[config.mk]
export PLATFORM = sky130hd
export DESIGN_NAME = occ_unit
export DESIGN_NICKNAME = d
export VERILOG_FILES = /design/src/rtl/occ_pkg.sv /design/src/rtl/occ_regs.sv /design/src/rtl/occ_channel.sv /design/src/rtl/occ_pinmux.sv /design/src/rtl/occ_unit.sv
export SDC_FILE = /design/constraint.sdc
export NUM_CORES = 1
export LEC_CHECK = 0
export ABC_CLOCK_PERIOD_IN_PS = 3820
export BUFFER_PORTS_ARGS = -buffer_cell sky130_fd_sc_hd__buf_4
export CAP_MARGIN = 30
export CORE_UTILIZATION = 35
export DETAILED_ROUTE_END_ITERATION = 8
export GPL_TIMING_DRIVEN = 0
export PLACE_DENSITY = 0.47
export SYNTH_ARGS = -nofsm -noshare
export SYNTH_HDL_FRONTEND = slang
export SYNTH_SLANG_ARGS = --single-unit
[constraint.sdc]
create_clock -name clk -period 3.82 [get_ports clk]
set_clock_uncertainty 0.15 [all_clocks]
set_input_delay 0.382 -clock clk [delete_from_list [all_inputs] [get_ports clk]]
set_output_delay 0.382 -clock clk [all_outputs]
set_load 0.05 [all_outputs]
[src/rtl/occ_pkg.sv]
package occ_pkg;

    typedef enum logic [1:0] {
        ACT_HOLD   = 2'b00,
        ACT_TOGGLE = 2'b01,
        ACT_LOW    = 2'b10,
        ACT_HIGH   = 2'b11
    } oc_act_e;

    localparam int ADDR_W     = 5;
    localparam int A_SEL      = 0;
    localparam int A_FORCE    = 1;
    localparam int A_MASK     = 2;
    localparam int A_DATA     = 3;
    localparam int A_CNT      = 4;
    localparam int A_ACT_BASE = 5;
    localparam int A_FLAG     = 7;
    localparam int A_DISC     = 8;
    localparam int A_CMP_BASE = 16;

endpackage

[src/rtl/occ_regs.sv]
module occ_regs
    import occ_pkg::*;
#(
    parameter int NCH = 8,
    parameter int CW  = 16
) (
    input  logic                    clk,
    input  logic                    rst_n,
    input  logic                    wr_en,
    input  logic [ADDR_W-1:0]       wr_addr,
    input  logic [CW-1:0]           wr_data,
    input  logic [ADDR_W-1:0]       rd_addr,
    input  logic [NCH-1:0]          flag_set,
    output logic [CW-1:0]           rd_data,
    output logic [CW-1:0]           cnt_q,
    output logic [NCH-1:0]          sel_q,
    output logic [NCH-1:0]          disc_q,
    output logic [NCH-1:0]          mask_q,
    output logic [NCH-1:0]          data_q,
    output logic [NCH-1:0]          force_vec,
    output logic [NCH-1:0]          flag_q,
    output logic [NCH-1:0][1:0]     act_q,
    output logic [NCH-1:0][CW-1:0]  cmp_q
);
    localparam int NACT = (NCH + 3) / 4;

    logic [NCH-1:0] flag_clr;

    // one-cycle strobes straight from the write port
    assign force_vec = (wr_en && wr_addr == ADDR_W'(A_FORCE)) ? wr_data[NCH-1:0] : '0;
    assign flag_clr  = (wr_en && wr_addr == ADDR_W'(A_FLAG))  ? wr_data[NCH-1:0] : '0;

    always_ff @(posedge clk) begin
        if (!rst_n) begin
            cnt_q  <= '0;
            sel_q  <= '0;
            disc_q <= '0;
            mask_q <= '0;
            data_q <= '0;
            flag_q <= '0;
        end else begin
            if (wr_en && wr_addr == ADDR_W'(A_CNT)) cnt_q <= wr_data;
            else                                    cnt_q <= cnt_q + 1'b1;
            if (wr_en && wr_addr == ADDR_W'(A_SEL))  sel_q  <= wr_data[NCH-1:0];
            if (wr_en && wr_addr == ADDR_W'(A_DISC)) disc_q <= wr_data[NCH-1:0];
            if (wr_en && wr_addr == ADDR_W'(A_MASK)) mask_q <= wr_data[NCH-1:0];
            if (wr_en && wr_addr == ADDR_W'(A_DATA)) data_q <= wr_data[NCH-1:0];
            // a match in the same cycle outranks a software clear
            flag_q <= (flag_q & ~flag_clr) | flag_set;
        end
    end

    for (genvar ch = 0; ch < NCH; ch++) begin : g_chreg
        localparam int CMP_A = A_CMP_BASE + ch;
        localparam int ACT_A = A_ACT_BASE + ch / 4;
        localparam int ACT_S = 2 * (ch % 4);
        always_ff @(posedge clk) begin
            if (!rst_n) begin
                cmp_q[ch] <= '0;
                act_q[ch] <= '0;
            end else begin
                if (wr_en && wr_addr == ADDR_W'(CMP_A)) cmp_q[ch] <= wr_data;
                if (wr_en && wr_addr == ADDR_W'(ACT_A)) act_q[ch] <= wr_data[ACT_S +: 2];
            end
        end
    end

    always_comb begin
        rd_data = '0;
        if (rd_addr == ADDR_W'(A_SEL))  rd_data = CW'(sel_q);
        if (rd_addr == ADDR_W'(A_MASK)) rd_data = CW'(mask_q);
        if (rd_addr == ADDR_W'(A_DATA)) rd_data = CW'(data_q);
        if (rd_addr == ADDR_W'(A_CNT))  rd_data = cnt_q;
        if (rd_addr == ADDR_W'(A_FLAG)) rd_data = CW'(flag_q);
        if (rd_addr == ADDR_W'(A_DISC)) rd_data = CW'(disc_q);
        for (int i = 0; i < NCH; i++) begin
            if (rd_addr == ADDR_W'(A_CMP_BASE + i)) rd_data = cmp_q[i];
        end
        for (int k = 0; k < NACT; k++) begin
            if (rd_addr == ADDR_W'(A_ACT_BASE + k)) begin
                for (int j = 0; j < 4; j++) begin
                    if (4 * k + j < NCH) rd_data[2*j +: 2] = act_q[4*k + j];
                end
            end
        end
    end

endmodule

[src/rtl/occ_channel.sv]
module occ_channel
    import occ_pkg::*;
#(
    parameter int CW = 16
) (
    input  logic [CW-1:0] cnt,
    input  logic [CW-1:0] cmp,
    input  logic          sel,
    input  logic          force_bit,
    input  logic [1:0]    act,
    input  logic          pin_cur,
    output logic          fire,
    output logic          flag_set,
    output logic          pin_nxt
);
    logic hit;

    assign hit      = sel && (cnt == cmp);
    assign fire     = sel && (hit || force_bit);
    assign flag_set = hit && !force_bit;

    always_comb begin
        unique case (oc_act_e'(act))
            ACT_HOLD:   pin_nxt = pin_cur;
            ACT_TOGGLE: pin_nxt = !pin_cur;
            ACT_LOW:    pin_nxt = 1'b0;
            ACT_HIGH:   pin_nxt = 1'b1;
        endcase
    end

endmodule

[src/rtl/occ_pinmux.sv]
module occ_pinmux #(
    parameter int NCH = 8
) (
    input  logic                clk,
    input  logic                rst_n,
    input  logic [NCH-1:0]      fire_vec,
    input  logic [NCH-1:0]      act_nxt,
    input  logic [NCH-1:0]      mask,
    input  logic [NCH-1:0]      data,
    input  logic [NCH-1:0]      sel,
    input  logic [NCH-1:0]      disc,
    input  logic [NCH-1:0][1:0] act,
    output logic [NCH-1:0]      pin_q,
    output logic [NCH-1:0]      pin_oe,
    output logic [NCH-1:0]      pin_out
);
    localparam int MASTER = NCH - 1;

    logic master_fire;
    assign master_fire = fire_vec[MASTER];

    for (genvar x = 0; x < NCH; x++) begin : g_pin
        logic nxt;
        always_comb begin
            if (master_fire && mask[x]) nxt = data[x];
            else if (fire_vec[x])       nxt = act_nxt[x];
            else                        nxt = pin_q[x];
        end

        always_ff @(posedge clk) begin
            if (!rst_n) pin_q[x] <= 1'b0;
            else        pin_q[x] <= nxt;
        end

        assign pin_oe[x]  = sel[x] && !disc[x] && ((act[x] != 2'b00) || mask[x]);
        assign pin_out[x] = pin_oe[x] && pin_q[x];
    end

endmodule

[src/rtl/occ_unit.sv]
module occ_unit
    import occ_pkg::*;
#(
    parameter int NCH = 8,
    parameter int CW  = 16
) (
    input  logic              clk,
    input  logic              rst_n,
    input  logic              wr_en,
    input  logic [ADDR_W-1:0] wr_addr,
    input  logic [CW-1:0]     wr_data,
    input  logic [ADDR_W-1:0] rd_addr,
    output logic [CW-1:0]     rd_data,
    output logic [NCH-1:0]    pin_out,
    output logic [NCH-1:0]    pin_oe,
    output logic [NCH-1:0]    flags
);
    logic [CW-1:0]           cnt_q;
    logic [NCH-1:0]          sel_q, disc_q, mask_q, data_q, force_vec;
    logic [NCH-1:0]          fire_vec, hit_flag, act_nxt, pin_q;
    logic [NCH-1:0][1:0]     act_q;
    logic [NCH-1:0][CW-1:0]  cmp_q;

    occ_regs #(.NCH(NCH), .CW(CW)) u_regs (
        .clk(clk), .rst_n(rst_n), .wr_en(wr_en), .wr_addr(wr_addr),
        .wr_data(wr_data), .rd_addr(rd_addr), .flag_set(hit_flag),
        .rd_data(rd_data), .cnt_q(cnt_q), .sel_q(sel_q), .disc_q(disc_q),
        .mask_q(mask_q), .data_q(data_q), .force_vec(force_vec),
        .flag_q(flags), .act_q(act_q), .cmp_q(cmp_q)
    );

    for (genvar ch = 0; ch < NCH; ch++) begin : g_ch
        occ_channel #(.CW(CW)) u_ch (
            .cnt(cnt_q), .cmp(cmp_q[ch]), .sel(sel_q[ch]),
            .force_bit(force_vec[ch]), .act(act_q[ch]), .pin_cur(pin_q[ch]),
            .fire(fire_vec[ch]), .flag_set(hit_flag[ch]), .pin_nxt(act_nxt[ch])
        );
    end

    occ_pinmux #(.NCH(NCH)) u_mux (
        .clk(clk), .rst_n(rst_n), .fire_vec(fire_vec), .act_nxt(act_nxt),
        .mask(mask_q), .data(data_q), .sel(sel_q), .disc(disc_q), .act(act_q),
        .pin_q(pin_q), .pin_oe(pin_oe), .pin_out(pin_out)
    );

endmodule

== After elaboration in Yosys (flattened, before gate mapping) ==
Cells that the tools add are included.
Storage, ports and cells
  output and inout bits: 40
  flip-flop bits (word level): 208
  input bits: 29
Cells by class
  mux-type cells: 43
  add/sub/neg operators: 1
  reductions and logical operators: 147
  bitwise gates (word level): 3
  equal/unequal tests: 71
Operator list (number)
  $mux 16: 12
  $eq 16x16->1: 8
  $eq 5x5->1 const B: 16
  $logic_and 1x1->1: 73
  $mux 8: 7
  $eq 5x3->1 const B: 8
  $eq 2x2->1 const B: 16
  $reduce_bool 2->1: 16
  $logic_not 1->1: 24
  $pmux 1 s3: 8
  $eq 5x2->1 const B: 4
  $add 16x1->16 const B: 1
  $eq 2x1->1 const B: 8
  $logic_not 2->1: 8
  $logic_or 1x1->1: 16
  $mux 1: 16
  $ne 2x1->1 const B: 8
  $reduce_and 2->1: 8
  $eq 5x4->1 const B: 2
  $logic_not 5->1: 2
  $and 8x8->8: 1
  $not 8->8: 1
  $or 8x8->8: 1
  $eq 5x1->1 const B: 1

== Logic depth before layout (Yosys ltp) ==
  depth after elaboration: 17
  depth in mapped cells: 9

== By module ==
A second synthesis with hierarchy kept.
Second synthesis, totals
  cells, all modules: 1541
  area total of the unflattened synthesis: 11641.2 µm²
Modules (own cells, without submodules)
  occ_regs: instances 1, area an instance 9381.5 µm², cells each 1260
  occ_channel: instances 8, area an instance 207.7 µm², cells each 27
  occ_pinmux: instances 1, area an instance 598.1 µm², cells each 65

== Least setup slack after synthesis ==
OpenSTA, ideal clock, no wires.
  path kind: input port to output port
  start: in rd_addr[1]
  end: out rd_data[6]
  setup slack: 0.700 ns
  data required time: 3.288 ns
  data arrival time: 2.588 ns
  stages: 9
  path through: buf_2 > buf_4 > buf_4 > xor2_1 > nand3_1 > o21ai_0 > a31oi_1 > nand3_1 > o21ai_0
On the way
  word-level cells in the longest chain between the ends: 17
  elaborated cells between the ends (all ways): 32
  classes of those cells: eq/ne: 15; mux: 16; reduce/logical: 1
RTL lines
  start, declared: line occ_unit.sv:12  | input logic [ADDR_W-1:0] rd_addr,
  $logic_not 5->1: line occ_regs.sv:70  | if (rd_addr == ADDR_W'(A_SEL)) rd_data = CW'(sel_q);
  $mux 8: line occ_regs.sv:70
  $mux 8: line occ_regs.sv:71  | if (rd_addr == ADDR_W'(A_MASK)) rd_data = CW'(mask_q);
  $mux 8: line occ_regs.sv:72  | if (rd_addr == ADDR_W'(A_DATA)) rd_data = CW'(data_q);
  $mux 16: line occ_regs.sv:73  | if (rd_addr == ADDR_W'(A_CNT)) rd_data = cnt_q;
  $mux 16: line occ_regs.sv:74  | if (rd_addr == ADDR_W'(A_FLAG)) rd_data = CW'(flag_q);
  $mux 16: line occ_regs.sv:75  | if (rd_addr == ADDR_W'(A_DISC)) rd_data = CW'(disc_q);
  $mux 16 (8 in a row): line occ_regs.sv:77  | if (rd_addr == ADDR_W'(A_CMP_BASE + i)) rd_data = cmp_q[i];
  $mux 8: line occ_regs.sv:80  | if (rd_addr == ADDR_W'(A_ACT_BASE + k)) begin
  $mux 8 (*): line occ_regs.sv:80
  end, declared: line occ_unit.sv:13  | output logic [CW-1:0] rd_data,
Every way passes the cells marked *; elsewhere a longest branch is shown, timed or not.

== Worst setup path in the final report ==
  start: in rd_addr[0]
  end: out rd_data[4]
The elaborated chain is that of the path after synthesis.

==> reports/results.ini <==
[layout]
area_growth_pct = 15.51
reg_top3 = u_regs.cmp_q: 128 flops, u_regs.act_q: 16 flops, u_regs.cnt_q: 16 flops
largest_register = u_regs.cmp_q
final_common_cell = nand2_1
final_cell_mix = 348 x nand2_1, 208 x dfxtp_1, 188 x a21oi_1, 93 x xnor2_1, 73 x nor2_1
antenna_cells = 0
final_nets = 1662
largest_register_ffs = 128
stdcell_count = 2100
drive_above_1_share_pct = 11.74
fin_util_pct = 40.93

[cts]
post_cts_buffers = 0
clk_latency_ns = 0.56
cts_buffers = 26
clk_path_buf_depth = 3
ctsRootBufferMaster = clkbuf_16
cts-resized-gates = 0
cts_max_level = 1
cts_tree = built
cts_hold_buf = 0
clkSlewWorstSetupHoldPaths_ns = 0.06
clock-sinks = 208

[placed_design]
hpwl_um = 42420
io_buffers = 50
routabilityCongestion = 0.9632
place_inst = 2050

[routing]
drt_iter0_drc = 1110
drtPass1Iterations = 5
wl_um = 55490
ant_nets = 0
drc = 0
wl_per_cell_um = 26.42
vias_per_cell = 5.679
vias = 11930

[floorplan]
initial_core_util_pct = 35.44
boundaryPins = 69
rows = 67
core_area_sq_um = 33450
die-area_sq_um = 34610
die_w_um = 186.0
die_h_um = 186.0

[critical_path]
critical_path_buf_inv_count = 6
path_delay_family = buffers and inverters
start_kind = input port
crit_path_end_kind = output pin
worstPathRequired_ns = 3.29
critPathMostFrequentCell = buf_4
path_max_fanout = 10
crit_path_max_incr_delay_ns = 0.46
path_class = in2out
cp_cell_sequence = buf_4, buf_4, buf_4, buf_4, buf_4, a21oi_1, o32ai_1, a21oi_1, o21ai_1, buf_4
cp_data_arrival_time_ns = 2.85
slowest_stage = o32ai_1

[synthesis]
ys_top_cells_by_area = dfxtp_1 35%, nand2_1 11%, a21oi_1 7.9%
yosys.area.top_type_share_pct = 35.13
yosys.area.top_type = dfxtp_1
ys_types = 82
synth.yosys.seq_area_share_pct = 35.13
syn_avg_cell_area_sq_um = 7.653
synthArstFlopShare_pct = 0
syn-instance-count = 1549
ys_seq_elements = 208
synthFlopType = dfxtp_1
synth_nets = 1579
synth_warnings = 0
synth_edf_count = 0
synth.cell_area_sq_um = 11850

[power]
power_frac_comb_pct = 11.5
p_per_area_nw_per_um2 = 388.4
switching_share_pct = 28.37
seq_power_share_pct = 41.7
total_power_mw = 5.318
internal_power_mw = 3.809
pwr-share-clk_pct = 46.8
switching_power_mw = 1.509
leakagePower_nw = 4.973
peakVddDrop_uv = 288.9

[sta]
timing.hold.ws_ns = 0.1413
post-route-period-util_pct = 88.49
drv_slew = 0
rsz0062_at_grt = no
fin_crit_ns = 3.380
finalHoldViolCount = 0
worst_pin_slew_ns = 1.066
max_freq_ghz = 0.2958
setup_viol = 0
relSlewSlack_pct = 28.36
setup-tns-final_ns = 0

[flow_run]
cap_violations = 0

[grt]
grt_max_degree = 13
grtUsageTotal_pct = 32.45
antenna_found_initial = 0
grt_pass1_wl_um = 79570
grt_pass1_vias = 11110
globalRouteOverflowTotal = 0

[min_path]
min_path_type = in2reg

[run_status]
status = finished, final reports clean

==> path summary, 6_finish.rpt <==
path                                 startpoint                             to  slack, ns  depth (start not counted)
setup / recovery                     rd_addr[0]                     rd_data[4]       0.44                         10
hold / removal                      wr_data[13]  u_regs.cmp_q[29]$_SDFFE_PN0P_       0.14                          3
setup reg to reg     u_regs.cnt_q[1]$_SDFF_PN0_    u_mux.pin_q[6]$_SDFFE_PN0P_       1.11                          7
hold reg to reg   u_regs.cmp_q[19]$_SDFFE_PN0P_  u_regs.cmp_q[19]$_SDFFE_PN0P_       0.33                          2
==> Yosys cell counts (18+ instances only) <==
master,count
nand2_1,348
dfxtp_1,208
a21oi_1,188
xnor2_1,93
nor2_1,73
clkbuf_1,63
o21ai_0,63
nand3_1,61
xor2_1,53
mux2i_1,42
buf_2,38
nand4_1,26
nor3_1,21
inv_1,18
==> power groups by stage <==
stage                     combinational [mW]  clock [mW]  sequential [mW]
final                                  0.611        2.49             2.22
after global routing                   0.637        2.61             2.22
after CTS                              0.591        2.51             2.22
after detailed placement               0.589           0             2.26
after global placement                 0.585           0             2.26
after floorplan                        0.344           0             2.26
==> metal layers <==
metal	track usage [%]	vias up	wire (um)
li1	-	5513	-
met1	42.96	5734	23750
met2	51.07	559	24860
met3	5.870	119	4312
met4	14.66	0	2562
met5	0	-	0
==> metrics by stage <==
step | cell area [sq um] | setup WS (ns)
4_1_cts | 13680 | 0.5168
6_report | 13690 | 0.4397
5_1_grt | 13690 | 0.4179
3_3_place_gp | 12790 | 0.5298
3_5_place_dp | 12830 | 0.5676
2_1_floorplan | 11850 | 0.6999
==> cells by family (layout without fill, tap and decap cells) <==
| kind of cell | count (synthesis) | after routing | share of synthesized area, % |
|---|---|---|---|
| AOI/OAI and AO/OA | 374 | 374 | 19.11 |
| xor gates and xnor gates | 147 | 147 | 10.92 |
| adders and majority gates | 1 | 1 | 0.1055 |
| buffers and inverters | 142 | 245 | 5.531 |
| DFF | 208 | 208 | 35.13 |
| muxes | 57 | 57 | 5.256 |
| and+or+nand+nor | 620 | 620 | 23.95 |
==> area by class of cell <==
type                    instances  area [sq um]
flip-flops and latches        208          4164
well taps                     448         560.5
fillers                      3512         19760
clock inverters                 9         70.07
inverters                      20         75.07
multi-input cells            1199          7034
clock buffers                  39         770.7
plain buffers                 122         580.6
repair buffers                 55         436.7
==> worst register-to-register path, delay by kind of cell (launching register included) <==
kind,cells,cell delay [ns]
simple gates,2,0.95
xor+xnor,1,0.22
flops,1,0.34
compound gates,3,0.59
buf+inv,1,0.37
(Power assumes the default switching activity.)
